## config.mk

```make
export PLATFORM = sky130hd
export DESIGN_NAME = rxn_ctrl
export DESIGN_NICKNAME = d
export VERILOG_FILES = /design/src/rtl/rxn_pkg.sv /design/src/rtl/rxn_phase_seq.sv /design/src/rtl/rxn_snapshot.sv /design/src/rtl/rxn_relation.sv /design/src/rtl/rxn_ctrl.sv
export SDC_FILE = /design/constraint.sdc
export NUM_CORES = 1
export LEC_CHECK = 0
export BUFFER_PORTS_ARGS = -buffer_cell sky130_fd_sc_hd__buf_2
export CAP_MARGIN = 25
export CORE_MARGIN = 2
export CORE_UTILIZATION = 48
export CTS_CLUSTER_SIZE = 14
export DETAILED_ROUTE_END_ITERATION = 7
export PLACE_DENSITY = 0.75
export SYNTH_ARGS = -nofsm -noshare
export SYNTH_HDL_FRONTEND = slang
export SYNTH_SLANG_ARGS = --single-unit
```

## constraint.sdc

```tcl
create_clock -name clk -period 1.35 [get_ports clk]
set_clock_uncertainty 0.05 [all_clocks]
set_input_delay 0 -clock clk [delete_from_list [all_inputs] [get_ports clk]]
set_output_delay 0 -clock clk [all_outputs]
set_load 0.005 [all_outputs]
```

## src/rtl/rxn_pkg.sv

```systemverilog
package rxn_pkg;

    parameter int IN_N  = 3;
    parameter int OUT_N = 2;
    parameter int DW    = 8;

    localparam int IN_BITS  = IN_N * DW;
    localparam int OUT_BITS = OUT_N * DW;

    typedef enum logic [1:0] {
        ST_BOOT  = 2'd0,
        ST_READY = 2'd1,
        ST_ARMED = 2'd2,
        ST_FAULT = 2'd3
    } mstate_e;

    typedef enum logic [1:0] {
        PH_IDLE   = 2'd0,
        PH_DETECT = 2'd1,
        PH_EXEC   = 2'd2,
        PH_EMIT   = 2'd3
    } phase_e;

    typedef logic [DW-1:0]             word_t;
    typedef logic [IN_N-1:0][DW-1:0]   in_words_t;
    typedef logic [OUT_N-1:0][DW-1:0]  out_words_t;

    typedef struct packed {
        logic                 hit;
        mstate_e              nxt;
        logic [OUT_N-1:0]     oev;
        out_words_t           odat;
    } rel_res_t;

    function automatic rel_res_t rel_none(input mstate_e cur);
        rel_res_t r;
        r.hit  = 1'b0;
        r.nxt  = cur;
        r.oev  = '0;
        r.odat = '0;
        return r;
    endfunction

endpackage

```

## src/rtl/rxn_phase_seq.sv

```systemverilog
module rxn_phase_seq
    import rxn_pkg::*;
(
    input  logic   clk,
    input  logic   rst,
    input  logic   run_grant,
    input  logic   stim,
    input  logic   init_owed,
    output phase_e phase,
    output logic   go
);

    phase_e phase_q;

    assign go    = (phase_q == PH_IDLE) && run_grant && (init_owed || stim);
    assign phase = phase_q;

    always_ff @(posedge clk) begin
        if (rst) begin
            phase_q <= PH_IDLE;
        end else begin
            unique case (phase_q)
                PH_IDLE:   if (go) phase_q <= PH_DETECT;
                PH_DETECT: phase_q <= PH_EXEC;
                PH_EXEC:   phase_q <= PH_EMIT;
                PH_EMIT:   phase_q <= PH_IDLE;
                default:   phase_q <= PH_IDLE;
            endcase
        end
    end

    // strict phase order, no skipping or overlap
    p_detect_to_exec_r4: assert property (@(posedge clk) disable iff (rst)
        (phase_q == PH_DETECT) |=> (phase_q == PH_EXEC));
    p_exec_to_emit_r4: assert property (@(posedge clk) disable iff (rst)
        (phase_q == PH_EXEC) |=> (phase_q == PH_EMIT));
    p_emit_to_idle_r4: assert property (@(posedge clk) disable iff (rst)
        (phase_q == PH_EMIT) |=> (phase_q == PH_IDLE));
    // no grant keeps the sequencer idle
    p_idle_needs_grant_r2: assert property (@(posedge clk) disable iff (rst)
        (phase_q == PH_IDLE && !run_grant) |=> (phase_q == PH_IDLE));

endmodule

```

## src/rtl/rxn_snapshot.sv

```systemverilog
module rxn_snapshot
    import rxn_pkg::*;
(
    input  logic            clk,
    input  logic            rst,
    input  logic            cap_ev,
    input  logic            cap_data,
    input  logic            blank,
    input  logic [IN_N-1:0] in_ev,
    input  in_words_t       in_words,
    output logic [IN_N-1:0] snap_ev,
    output in_words_t       snap_words
);

    logic [IN_N-1:0] ev_q;
    in_words_t       wd_q;

    always_ff @(posedge clk) begin
        if (rst) begin
            ev_q <= '0;
        end else if (cap_ev) begin
            ev_q <= blank ? '0 : in_ev;
        end
    end

    for (genvar i = 0; i < IN_N; i++) begin : g_lane
        always_ff @(posedge clk) begin
            if (rst) begin
                wd_q[i] <= '0;
            end else if (cap_data) begin
                wd_q[i] <= in_words[i];
            end
        end
    end

    assign snap_ev    = ev_q;
    assign snap_words = wd_q;

    // snapshot frozen while no capture is requested
    p_snap_frozen_r5: assert property (@(posedge clk) disable iff (rst)
        !$past(cap_ev) |-> $stable(ev_q));

endmodule

```

## src/rtl/rxn_relation.sv

```systemverilog
module rxn_relation
    import rxn_pkg::*;
(
    input  mstate_e         cur,
    input  logic [IN_N-1:0] ev,
    input  in_words_t       wd,
    output rel_res_t        res
);

    always_comb begin
        res = rel_none(cur);
        unique case (cur)
            ST_READY: begin
                if (ev[0]) begin
                    res.hit     = 1'b1;
                    res.nxt     = ST_ARMED;
                    res.oev[0]  = 1'b1;
                    res.odat[0] = wd[0];
                end else if (ev[2]) begin
                    res.hit     = 1'b1;
                    res.nxt     = ST_FAULT;
                    res.oev[1]  = 1'b1;
                    res.odat[1] = wd[2];
                end else if (ev[1]) begin
                    res.hit     = 1'b1;
                    res.nxt     = ST_READY;
                end
            end
            ST_ARMED: begin
                if (ev[1]) begin
                    res.hit     = 1'b1;
                    res.nxt     = ST_READY;
                    res.oev[1]  = 1'b1;
                    res.odat[1] = wd[1];
                end else if (ev[2]) begin
                    res.hit     = 1'b1;
                    res.nxt     = ST_FAULT;
                    res.oev[1]  = 1'b1;
                    res.odat[1] = wd[2];
                end
            end
            ST_FAULT: begin
                if (ev[0] && ev[1]) begin
                    res.hit     = 1'b1;
                    res.nxt     = ST_READY;
                    res.oev     = '1;
                    res.odat[0] = wd[0];
                    res.odat[1] = wd[1];
                end
            end
            default: res = rel_none(cur);
        endcase
    end

endmodule

```

## src/rtl/rxn_ctrl.sv

```systemverilog
module rxn_ctrl
    import rxn_pkg::*;
(
    input  logic                clk,
    input  logic                rst,
    input  logic                run_grant,
    input  logic [IN_N-1:0]     in_ev,
    input  logic [IN_BITS-1:0]  in_data,
    output logic [IN_N-1:0]     consume,
    output logic [OUT_N-1:0]    out_ev,
    output logic [OUT_BITS-1:0] out_data,
    output logic                done,
    output logic [1:0]          cur_state
);

    phase_e          phase;
    logic            go;
    logic            init_owed;
    mstate_e         state_q;
    logic [IN_N-1:0] snap_ev;
    in_words_t       snap_words;
    in_words_t       in_words;
    rel_res_t        rel;
    logic [OUT_N-1:0] emit_q;
    logic [OUT_N-1:0] oev_q;
    out_words_t      odat_q;
    logic [IN_N-1:0] cons_q;
    logic            done_q;

    for (genvar i = 0; i < IN_N; i++) begin : g_unpack
        assign in_words[i] = in_data[i*DW +: DW];
    end

    rxn_phase_seq u_seq (
        .clk       (clk),
        .rst       (rst),
        .run_grant (run_grant),
        .stim      (|in_ev),
        .init_owed (init_owed),
        .phase     (phase),
        .go        (go)
    );

    rxn_snapshot u_snap (
        .clk        (clk),
        .rst        (rst),
        .cap_ev     (go),
        .cap_data   (phase == PH_DETECT),
        .blank      (init_owed),
        .in_ev      (in_ev),
        .in_words   (in_words),
        .snap_ev    (snap_ev),
        .snap_words (snap_words)
    );

    rxn_relation u_rel (
        .cur (state_q),
        .ev  (snap_ev),
        .wd  (snap_words),
        .res (rel)
    );

    wire exec_now = (phase == PH_EXEC);
    wire take     = exec_now && !init_owed && rel.hit;

    always_ff @(posedge clk) begin
        if (rst) begin
            state_q   <= ST_BOOT;
            init_owed <= 1'b1;
            emit_q    <= '0;
            cons_q    <= '0;
        end else begin
            cons_q <= '0;
            if (exec_now) begin
                if (init_owed) begin
                    state_q   <= ST_READY;
                    init_owed <= 1'b0;
                    emit_q    <= '0;
                end else if (rel.hit) begin
                    state_q <= rel.nxt;
                    cons_q  <= snap_ev;
                    emit_q  <= rel.oev;
                end else begin
                    emit_q <= '0;
                end
            end
        end
    end

    for (genvar j = 0; j < OUT_N; j++) begin : g_olane
        always_ff @(posedge clk) begin
            if (rst) begin
                odat_q[j] <= '0;
            end else if (take && rel.oev[j]) begin
                odat_q[j] <= rel.odat[j];
            end
        end
        assign out_data[j*DW +: DW] = odat_q[j];
    end

    always_ff @(posedge clk) begin
        if (rst) begin
            oev_q  <= '0;
            done_q <= 1'b0;
        end else begin
            oev_q  <= (phase == PH_EMIT) ? emit_q : '0;
            done_q <= (phase == PH_EMIT);
        end
    end

    assign consume   = cons_q;
    assign out_ev    = oev_q;
    assign done      = done_q;
    assign cur_state = state_q;

    // consume strobes only cover captured events
    p_consume_in_snap_r5: assert property (@(posedge clk) disable iff (rst)
        ((consume & ~snap_ev) == '0));
    // an empty transition consumes nothing and holds state
    p_empty_quiet_r8: assert property (@(posedge clk) disable iff (rst)
        (exec_now && !init_owed && !rel.hit) |=> (consume == '0 && $stable(state_q) && $stable(out_data)));
    // start-up reaction consumes nothing and lands in READY
    p_init_quiet_r3: assert property (@(posedge clk) disable iff (rst)
        (exec_now && init_owed) |=> (consume == '0 && state_q == ST_READY));
    // output events only with done and over steady data
    p_ev_with_done_r10: assert property (@(posedge clk) disable iff (rst)
        (out_ev != '0) |-> (done && $stable(out_data)));
    // single-cycle pulses
    p_done_pulse_r11: assert property (@(posedge clk) disable iff (rst)
        done |=> !done);
    p_consume_pulse_r11: assert property (@(posedge clk) disable iff (rst)
        (consume != '0) |=> (consume == '0));

endmodule

```

==> results by group, run 1 <==
Timing
  – Fin. max-slew vios: 0
  – Setup violators final: 26
  – Fin. Hold Viols: 0
  – Pin slew with the least headroom to its limit: 0.612 ns
  – Min setup slack post-route: -0.130 ns
  – Min Tclk post-route: 1.48 ns
  – RSZ-0062 raised after global routing: yes
  – TNS Setup: -1.33 ns
  – Max Clk Rate: 676 MHz
  – Tcrit/Tclk final: 110%
  – Max_slew headroom: 59.2%
  – Hold Slack: 0.0722 ns

Clocking
  – CTS root buf: clkbuf_8
  – H-tree Lvls: 2
  – TritonCTS Buffers: 5
  – CTS tree: done
  – Clock Latency Late Sink: 0.31 ns
  – Maximum clock path buffer count: 2
  – Clock transition at path regs: 0.11 ns
  – CTS sink count: 56

Route
  – Initial DRC count: 216
  – Via count: 2445
  – Post-DRT Antenna Nets: 0
  – Initial DRT Pass Iterations: 5
  – Vias per inst: 5.57
  – # DRC: 0
  – WL final: 7.83 mm
  – Routed wire per std cell: 17.8 um

Synth
  – Syn Area/Cell: 9.86 um^2
  – Ys flop type: dfxtp_1
  – Syn_nets: 290
  – Register area share after synthesis: 44.4%
  – Register bit count reported by yosys: 56
  – Synthesized cell area: 2520 um^2
  – Ys Warns: 0
  – Number of synthesized flops with an enable pin: 0
  – Post-synthesis cell count: 256
  – Ys async rst share: 0%
  – Post-synth cell types: 43

Worst hold path
  – Hold depth: 2
  – Worst Min Path Start: rst
  – Worst Hold Class: input port to register
  – End of the worst hold path: u_snap.snap_words[14]

Finish
  – Area of the multi-input gates: 1580 um^2
  – Layout cells sized above 1: 49.1%
  – Layout Nets: 402
  – Register area: 1140 um^2
  – Util after Layout: 76.5%
  – Layout Cells excl Fill: 439
  – Filler cells: 330
  – Post-route cell area: 3880 um^2
  – N_diodes: 0
  – Area Growth Syn to Fin: 53.9%

Floorplanning
  – Initial core utilization: 49.7%
  – Area of the die: 5850 um^2
  – Die height: 76.5 um
  – # rows: 26
  – Core area: 5070 um^2
  – Die W: 76.5 um
  – I/O pins: 54

Global routing
  – Overflow after GRT: 0
  – Largest net degree at the start of global routing: 34
  – Initial antenna violation count: 0
  – GR Util All Layers: 21.9%
  – First-pass GRT wire length: 10.5 mm
  – Vias in the first global route: 2272

Critical path
  – Crit path required time: 1.54 ns
  – Worst R2R Path Depth: 5
  – Critical path endpoint category: register
  – Worst Path Arrival: 1.67 ns
  – Worst R2R Setup Slack: -0.13 ns
  – Crit path max fanout: 8
  – Crit start category: register
  – FF-to-FF Start: cur_state[1]
  – WS Path Type: register to register
  – Worst reg2reg endpoint: out_data[14]

Placed design
  – Place WS: -0.171 ns
  – Port buffer count: 53
  – Area of placed instances: 3060 um^2
  – DPL Wire Length: 3.95 mm
  – Placer Congestion: 0.818
  – Placed cell count: 392

Power
  – Peak VDD IR: 0.936 mV
  – Leakage: 1.48 nW
  – Total power divided by cell area: 1330 nW/um^2
  – Tot Pwr: 5.17 mW

Status
  – Status: finished with violations
  – Failing checks: setup timing

Flow run
  – Max Cap Viol: 0
[metal layers]
metal / routed length, um / global-route usage (%) / up-vias
met3: 470 / 3.91 / 20
met1: 3210 / 28.8 / 1182
met2: 3980 / 37.5 / 102
li1: - / - / 1141
met4: 163 / 5.27 / 0
met5: 0 / 0 / -
[report_power, final]
part	total, mW	leakage (nW)	internal [mW]	switching [mW]
logic	1.96	0.967	1.03	0.928
registers	2.10	0.459	1.89	0.210
clock network	1.12	0.0541	0.550	0.567
total	5.17	1.48	3.47	1.70
[area by class of cell]
class	instances	share of cell area [%]
clock buffer	5	1.77
clock inverter	3	1.10
inverter	5	0.483
multi-input combinational	177	40.6
sequential	56	29.4
tap	70	2.26
timing repair buffer	123	24.4
[synth_stat cells (all sizes together) (3+ instances only)]
master  number  area (um^2)
nand3        8         40.0
nand4b       3         26.3
buf         13         97.6
mux2i       25          250
and2         4         25.0
clkbuf       6         22.5
o21ai        5         25.0
a21boi       8         60.1
o31ai        8         60.1
nor3b        8         60.1
dfxtp       56         1120
nand2       19         93.8
nor2        29          116
inv          5         18.8
ha           4         50.1
o221ai       8         70.1
nor2b        3         23.8
a21oi       24          161
[cell families after synthesis]
kind of cell    after synthesis  synth area share (%)
flops                        56                  44.4
fa+ha+maj                     4                  1.98
compound gates               61                  18.5
buf+inv                      24                  5.50
mux                          25                  9.92
simple gates                 86                  19.7
[critical path, stage by stage, from the launching register on]
cell	delay [ns]
dfxtp_4	0.44
buf_6	0.15
nand2_4	0.06
o22ai_4	0.36
o31ai_2	0.12
a21oi_1	0.22
[how the worst max path moves through the flow]
stage	from	endpoint	cells past startpoint
6_report	cur_state[1]	out_data[14]	5
4_1_cts	u_seq.phase[0]	out_data[1]	7
3_3_place_gp	cur_state[1]	out_data[3]	6
3_5_place_dp	cur_state[1]	out_data[9]	6
2_1_floorplan	u_seq.phase[0]	out_data[0]	7
5_1_grt	cur_state[1]	out_data[11]	5
[cells in the final DEF (no fill, tap or decap), drive strengths merged, types with 2 or more instances in the layout]
master,synthesis,final
a21boi,8,8
ha,4,4
o21a,1,2
o221ai,8,8
nor2b,3,3
nand4b,3,3
nor2,29,29
nor3b,8,8
nand3,8,8
clkbuf,6,6
nand2,19,19
inv,5,5
buf,13,94
o31ai,8,8
dfxtp,56,56
nor4,2,2
o21ai,5,5
nand4bb,2,2
nand2b,2,2
dlygate4sd3,0,28
and3,2,2
nor3,2,2
a21oi,24,24
and2,4,4
mux2i,25,25
[repair_timing]
item,in CTS,in global routing
resized for setup,30,52
hold buffers,28,0
hold endpoints to repair,27,0
setup endpoints to repair,21,36
cloned,1,2
buffers inserted,5,5
pin swaps,28,14
[registers in the layout (all words and copies together), names as in the netlist]
signal,cells
consume,3
out_data,16
emit_q,2
u_snap.snap_words,24
cur_state,2
u_seq.phase,2
done,1
out_ev,2
u_snap.snap_ev,3
init_owed,1
No activity file was read; power rests on OpenSTA's default activity.
==> run 2: changes to the inputs <==
--- a/config.mk
+++ b/config.mk
@@ -5,13 +5,14 @@
 export SDC_FILE = /design/constraint.sdc
 export NUM_CORES = 1
 export LEC_CHECK = 0
+export ABC_AREA = 1
 export BUFFER_PORTS_ARGS = -buffer_cell sky130_fd_sc_hd__buf_2
 export CAP_MARGIN = 25
 export CORE_MARGIN = 2
 export CORE_UTILIZATION = 48
 export CTS_CLUSTER_SIZE = 14
 export DETAILED_ROUTE_END_ITERATION = 7
-export PLACE_DENSITY = 0.75
+export PLACE_DENSITY = 0.76
 export SYNTH_ARGS = -nofsm -noshare
 export SYNTH_HDL_FRONTEND = slang
 export SYNTH_SLANG_ARGS = --single-unit
==> run 2 against run 1 <==
Effect of this change: the flow still finishes with violations (setup timing); fmax rose by 3.7%; final cell count rose by 11%; first-iteration DRC count fell by 31%; non-clock buffer count fell by 20; sequential share of layout area rose by 3.6 points; critical endpoint is now out_data[8].
==> results by group, run 2 <==
Timing
  – Min setup slack post-route: -0.0761 ns
  – Fin. max-slew vios: 0
  – Fin. Hold Viols: 0
  – Max Clk Rate: 701 MHz
  – Max_slew headroom: 77.6%
  – RSZ-0062 raised after global routing: yes
  – Min Tclk post-route: 1.43 ns
  – Tcrit/Tclk final: 106%
  – TNS Setup: -0.381 ns
  – Setup violators final: 15
  – Pin slew with the least headroom to its limit: 0.336 ns

Synth
  – Ys async rst share: 0%
  – Ys flop type: dfxtp_1
  – Synthesized cell area: 2350 um^2
  – Register area share after synthesis: 47.7%
  – Register bit count reported by yosys: 56
  – Synth area leader: dfxtp_1
  – Synth top area cells: dfxtp_1, nor2_1, nand2_1
  – Ys Warns: 0
  – Number of synthesized flops with an enable pin: 0
  – Commonest cells post-synth: nor2_1, dfxtp_1, nand2_1
  – Post-synthesis cell count: 322
  – Count leader, synth: nor2_1
  – Syn_nets: 356
  – Syn Area/Cell: 7.29 um^2
  – Yosys top cell area share: 47.7%
  – Post-synth cell types: 21

Route
  – # DRC: 0
  – Initial DRC count: 150
  – Initial DRT Pass Iterations: 5
  – Routed wire per std cell: 13.4 um
  – WL final: 6.52 mm
  – Via count: 2462
  – Post-DRT Antenna Nets: 0
  – Vias per inst: 5.05

Finish
  – N_diodes: 0
  – Area Growth Syn to Fin: 46.1%
  – Post-route cell area: 3430 um^2
  – Layout cells sized above 1: 33.0%
  – Layout Nets: 456
  – Layout Cells excl Fill: 488
  – Util after Layout: 72.6%
  – Commonest cells after routing, fill and taps aside: nor2_1, buf_2, dfxtp_1, nand2_1, inv_1
  – Max reg flops: 24
  – Most common cell after layout, fill and taps aside: nor2_1

Critical path
  – WS Path Type: register to register
  – Crit path max fanout: 8
  – Worst R2R Setup Slack: -0.08 ns
  – Crit path required time: 1.54 ns
  – Crit start category: register
  – FF-to-FF Start: cur_state[0]
  – Worst reg2reg endpoint: out_data[8]
  – Critical path endpoint category: register
  – Worst Path Arrival: 1.62 ns
  – Worst R2R Path Depth: 8

Placed design
  – Placed cell count: 445
  – DPL Wire Length: 3.52 mm
  – Placer Congestion: 0.943
  – Area of placed instances: 2760 um^2
  – Port buffer count: 53

Clocking
  – CTS root buf: clkbuf_8
  – Clock Latency Late Sink: 0.30 ns
  – Clock transition at path regs: 0.09 ns
  – Maximum clock path buffer count: 2
  – H-tree Lvls: 2
  – CTS tree: done
  – CTS sink count: 56
  – TritonCTS Buffers: 5

Floorplanning
  – Die height: 73.9 um
  – Initial core utilization: 49.7%
  – Core area: 4720 um^2
  – # rows: 25
  – Area of the die: 5470 um^2
  – I/O pins: 54
  – Die W: 73.9 um

Global routing
  – Largest net degree at the start of global routing: 42
  – First-pass GRT wire length: 9.03 mm
  – GR Util All Layers: 21.6%
  – Vias in the first global route: 2041
  – Overflow after GRT: 0
  – Initial antenna violation count: 0

Power
  – Tot Pwr: 5.21 mW
  – Peak VDD IR: 1.01 mV
  – Total power divided by cell area: 1520 nW/um^2
  – Leakage: 1.60 nW

Status
  – Failing checks: setup timing
  – Status: finished with violations

Flow run
  – Max Cap Viol: 0

Worst hold path
  – End of the worst hold path: u_snap.snap_ev[0]
  – Worst Hold Class: input port to register
  – Hold depth: 5
  – Worst Min Path Start: in_ev[0]
==> run 2: critical path, cell delays in order (launching register included) <==
cell	delay, ns
dfxtp_4	0.41
inv_4	0.05
nor2_4	0.20
nand3_4	0.13
nand2_4	0.14
nand2_1	0.06
o21ai_0	0.12
nor2_1	0.08
nor2_1	0.13
==> run 2: kinds of logic (layout without fill, tap and decap cells) <==
family | Yosys count | after routing | share of synthesized area, %
flops | 56 | 56 | 47.7
fa+ha+maj | 4 | 4 | 2.13
compound gates | 62 | 62 | 13.3
simple gates | 145 | 149 | 26.5
buf+inv | 55 | 150 | 10.3
==> run 2: timing repair <==
item | 4_1_cts | 5_1_grt
endpoints found under the hold margin | 28 | 0
buffers inserted | 0 | 7
hold buffers | 25 | 0
resized for setup | 11 | 46
setup endpoints to repair | 18 | 38
gates cloned | 2 | 3
pin swaps | 2 | 17
==> run 2: worst max-delay path by stage <==
stage	depth (start not counted)	slack (ns)	end	from
CTS	7	-0.01	out_data[5]	cur_state[0]
global placement	5	-0.007	out_data[5]	u_seq.phase[0]
global route	8	-0.13	out_data[8]	cur_state[0]
floorplan	8	0.01	out_data[10]	cur_state[0]
finish	8	-0.08	out_data[8]	cur_state[0]
detailed placement	8	-0.10	out_data[13]	cur_state[1]
==> run 2: metal layers <==
| layer | wire, um | GRT usage [%] | up-vias |
|---|---|---|---|
| met5 | 0 | 0 | - |
| met4 | 151 | 10.3 | 0 |
| met3 | 352 | 5.83 | 14 |
| met2 | 3270 | 34.7 | 95 |
| met1 | 2740 | 27.0 | 1136 |
| li1 | - | - | 1217 |
==> run 2: cell type report <==
class,count,area (um^2)
clock inverter,1,30.0
sequential,56,1130
clock buffer,5,68.8
inverter,41,164
tap,67,83.8
fill,347,1290
multi-input combinational,215,1190
timing repair buffer,103,762
==> run 2: power breakdown <==
group          leakage [nW]  internal [mW]  switching, mW
registers             0.459           2.02          0.249
logic                  1.09          0.849           1.06
clock network        0.0501          0.533          0.498
total                  1.60           3.40           1.80
==> run 2: per-stage QoR <==
step	worst slack (ns)	hold slack [ns]
4_1_cts	-0.0117	0.0532
5_1_grt	-0.134	0.0633
6_report	-0.0761	0.0408
2_1_floorplan	0.0111	0.0849
3_3_place_gp	-0.00703	0.173
3_5_place_dp	-0.101	0.177
==> run 3: changes to the inputs <==
--- a/config.mk
+++ b/config.mk
@@ -13,6 +13,8 @@
 export CTS_CLUSTER_SIZE = 14
 export DETAILED_ROUTE_END_ITERATION = 7
 export PLACE_DENSITY = 0.76
+export SKIP_CTS_REPAIR_TIMING = 1
 export SYNTH_ARGS = -nofsm -noshare
 export SYNTH_HDL_FRONTEND = slang
 export SYNTH_SLANG_ARGS = --single-unit
+export TNS_END_PERCENT = 5
==> run 3 against run 2 <==
Effect of this change: largest cell class unchanged; design area decreased by 1.5%; routed wire length decreased by 6.2%; global-route usage decreased by 2.3 points; worst hold slack improved by 0.0041 ns; the flow still finishes with violations (setup timing); critical path depth decreased by 1; non-clock buffer count decreased by 2; sequential cell count unchanged; sequential share of layout area increased by 0.58 points; final cell count decreased by 0.82%.
==> results by group, run 3 (same netlist as run 2, synthesis figures left out) <==
Route
  – Routed wire per std cell: 12.6 um
  – # DRC: 0
  – Post-DRT Antenna Nets: 0
  – Via count: 2361
  – Vias per inst: 4.88
  – Initial DRT Pass Iterations: 4
  – Initial DRC count: 200
  – WL final: 6.11 mm

Floorplanning
  – Initial core utilization: 49.7%
  – Die W: 73.9 um
  – I/O pins: 54
  – Area of the die: 5470 um^2
  – Die height: 73.9 um
  – Core area: 4720 um^2
  – # rows: 25

Global routing
  – GR Util All Layers: 19.3%
  – Largest net degree at the start of global routing: 42
  – Vias in the first global route: 1838
  – Overflow after GRT: 0
  – First-pass GRT wire length: 8.09 mm
  – Initial antenna violation count: 0

Finish
  – Layout cells sized above 1: 30.5%
  – Commonest cells after routing, fill and taps aside: nor2_1, buf_2, dfxtp_1, nand2_1, inv_1
  – Layout Cells excl Fill: 484
  – Filler cells: 360
  – Most common cell after layout, fill and taps aside: nor2_1
  – Post-route cell area: 3380 um^2
  – Area of the multi-input gates: 1150 um^2
  – Area Growth Syn to Fin: 43.9%
  – Register area: 1140 um^2
  – Layout Nets: 452
  – Max reg flops: 24
  – N_diodes: 0

Clocking
  – H-tree Lvls: 2
  – Clock Latency Late Sink: 0.30 ns
  – CTS sink count: 56
  – Maximum clock path buffer count: 2
  – CTS root buf: clkbuf_8
  – CTS tree: done
  – TritonCTS Buffers: 5
  – Clock transition at path regs: 0.09 ns

Power
  – Leakage: 1.61 nW
  – Peak VDD IR: 1.06 mV
  – Total power divided by cell area: 1500 nW/um^2

Timing
  – Min Tclk post-route: 1.40 ns
  – Tcrit/Tclk final: 104%
  – Pin slew with the least headroom to its limit: 0.311 ns
  – Fin. Hold Viols: 0
  – Max Clk Rate: 713 MHz
  – Max_slew headroom: 79.3%
  – Fin. max-slew vios: 0
  – TNS Setup: -0.165 ns
  – Setup violators final: 10
  – Min setup slack post-route: -0.0531 ns
  – RSZ-0062 raised after global routing: yes

Critical path
  – Worst Path Buf+Inv: 1
  – Worst Setup SP: cur_state[0]
  – CP max-delay cell: dfxtp_4
  – Crit path cell chain: inv_4, nor2_4, nand3_4, nand3_4, nand3_2, nor2_1, nor2_1
  – Crit path max fanout: 5
  – Critical path endpoint category: register
  – Worst R2R Path Depth: 7
  – Worst R2R Setup Slack: -0.05 ns
  – Crit start category: register
  – Crit path required time: 1.50 ns
  – Worst reg2reg endpoint: out_data[14]
  – WS Path Type: register to register
  – Critical path destination: out_data[14]
  – Largest delay share family, worst path: simple AND/OR/NAND/NOR gates
  – Levels on crit path: 7
  – Worst Path Arrival: 1.55 ns
  – Highest cell delay on the worst timing path: 0.40 ns
  – FF-to-FF Start: cur_state[0]

Placed design
  – Placer Congestion: 0.943
  – DPL Wire Length: 3.52 mm
  – Area of placed instances: 2760 um^2
  – Placed cell count: 445
  – Port buffer count: 53

Worst hold path
  – Worst Hold Class: input port to register

Status
  – Failing checks: setup timing
  – Status: finished with violations

Flow run
  – Max Cap Viol: 0
-- run 3: per-stage QoR --
step	worst slack (ns)	hold slack, ns	power (mW)	util (%)
after floorplan	0.0111	0.0849	3.04	-
after global placement	-0.00703	0.173	3.56	58.5
after detailed placement	-0.101	0.177	3.60	58.5
after CTS	-0.161	-0.139	4.61	60.6
after global routing	-0.115	0.0646	5.38	71.5
final	-0.0531	0.0449	5.06	71.5
-- run 3: how the worst min path moves through the flow --
stage / start / endpoint / slack, ns / cells past startpoint
final: in_ev[2] / u_snap.snap_ev[2] / 0.04 / 5
after global placement: in_data[6] / u_snap.snap_words[6] / 0.17 / 3
after detailed placement: in_data[20] / u_snap.snap_words[20] / 0.18 / 3
after floorplan: in_data[0] / u_snap.snap_words[0] / 0.08 / 2
after CTS: in_data[20] / u_snap.snap_words[20] / -0.14 / 3
after global routing: in_ev[0] / u_snap.snap_ev[0] / 0.06 / 5
-- run 3: worst reg2reg max path, delay by kind of cell, from the launching register on --
| kind | cells | cell delay, ns |
|---|---|---|
| buffers and inverters | 1 | 0.05 |
| flip-flops | 1 | 0.40 |
| AND/OR/NAND/NOR | 6 | 0.81 |
-- run 3: per-layer routing --
layer | wire [um] | global-route usage [%] | vias up
met1 | 2660 | 25.0 | 1065
met2 | 3000 | 30.7 | 83
met3 | 338 | 5.28 | 10
met4 | 119 | 8.08 | 0
li1 | - | - | 1203
met5 | 0 | 0 | -
-- run 3: where the power goes --
part,total [mW],internal (mW),leakage [nW],switching [mW]
Sequential,2.27,2.03,0.460,0.245
Clock,1.03,0.533,0.0501,0.498
Combinational,1.76,0.769,1.10,0.992
-- run 3: cell type report --
type                            count  area share, %
Clock buffer                        5           2.04
Clock inverter                      1          0.889
Inverter                           41           4.81
Multi-Input combinational cell    213           34.0
Sequential cell                    56           33.6
Tap cell                           67           2.48
Timing Repair Buffer              101           22.2
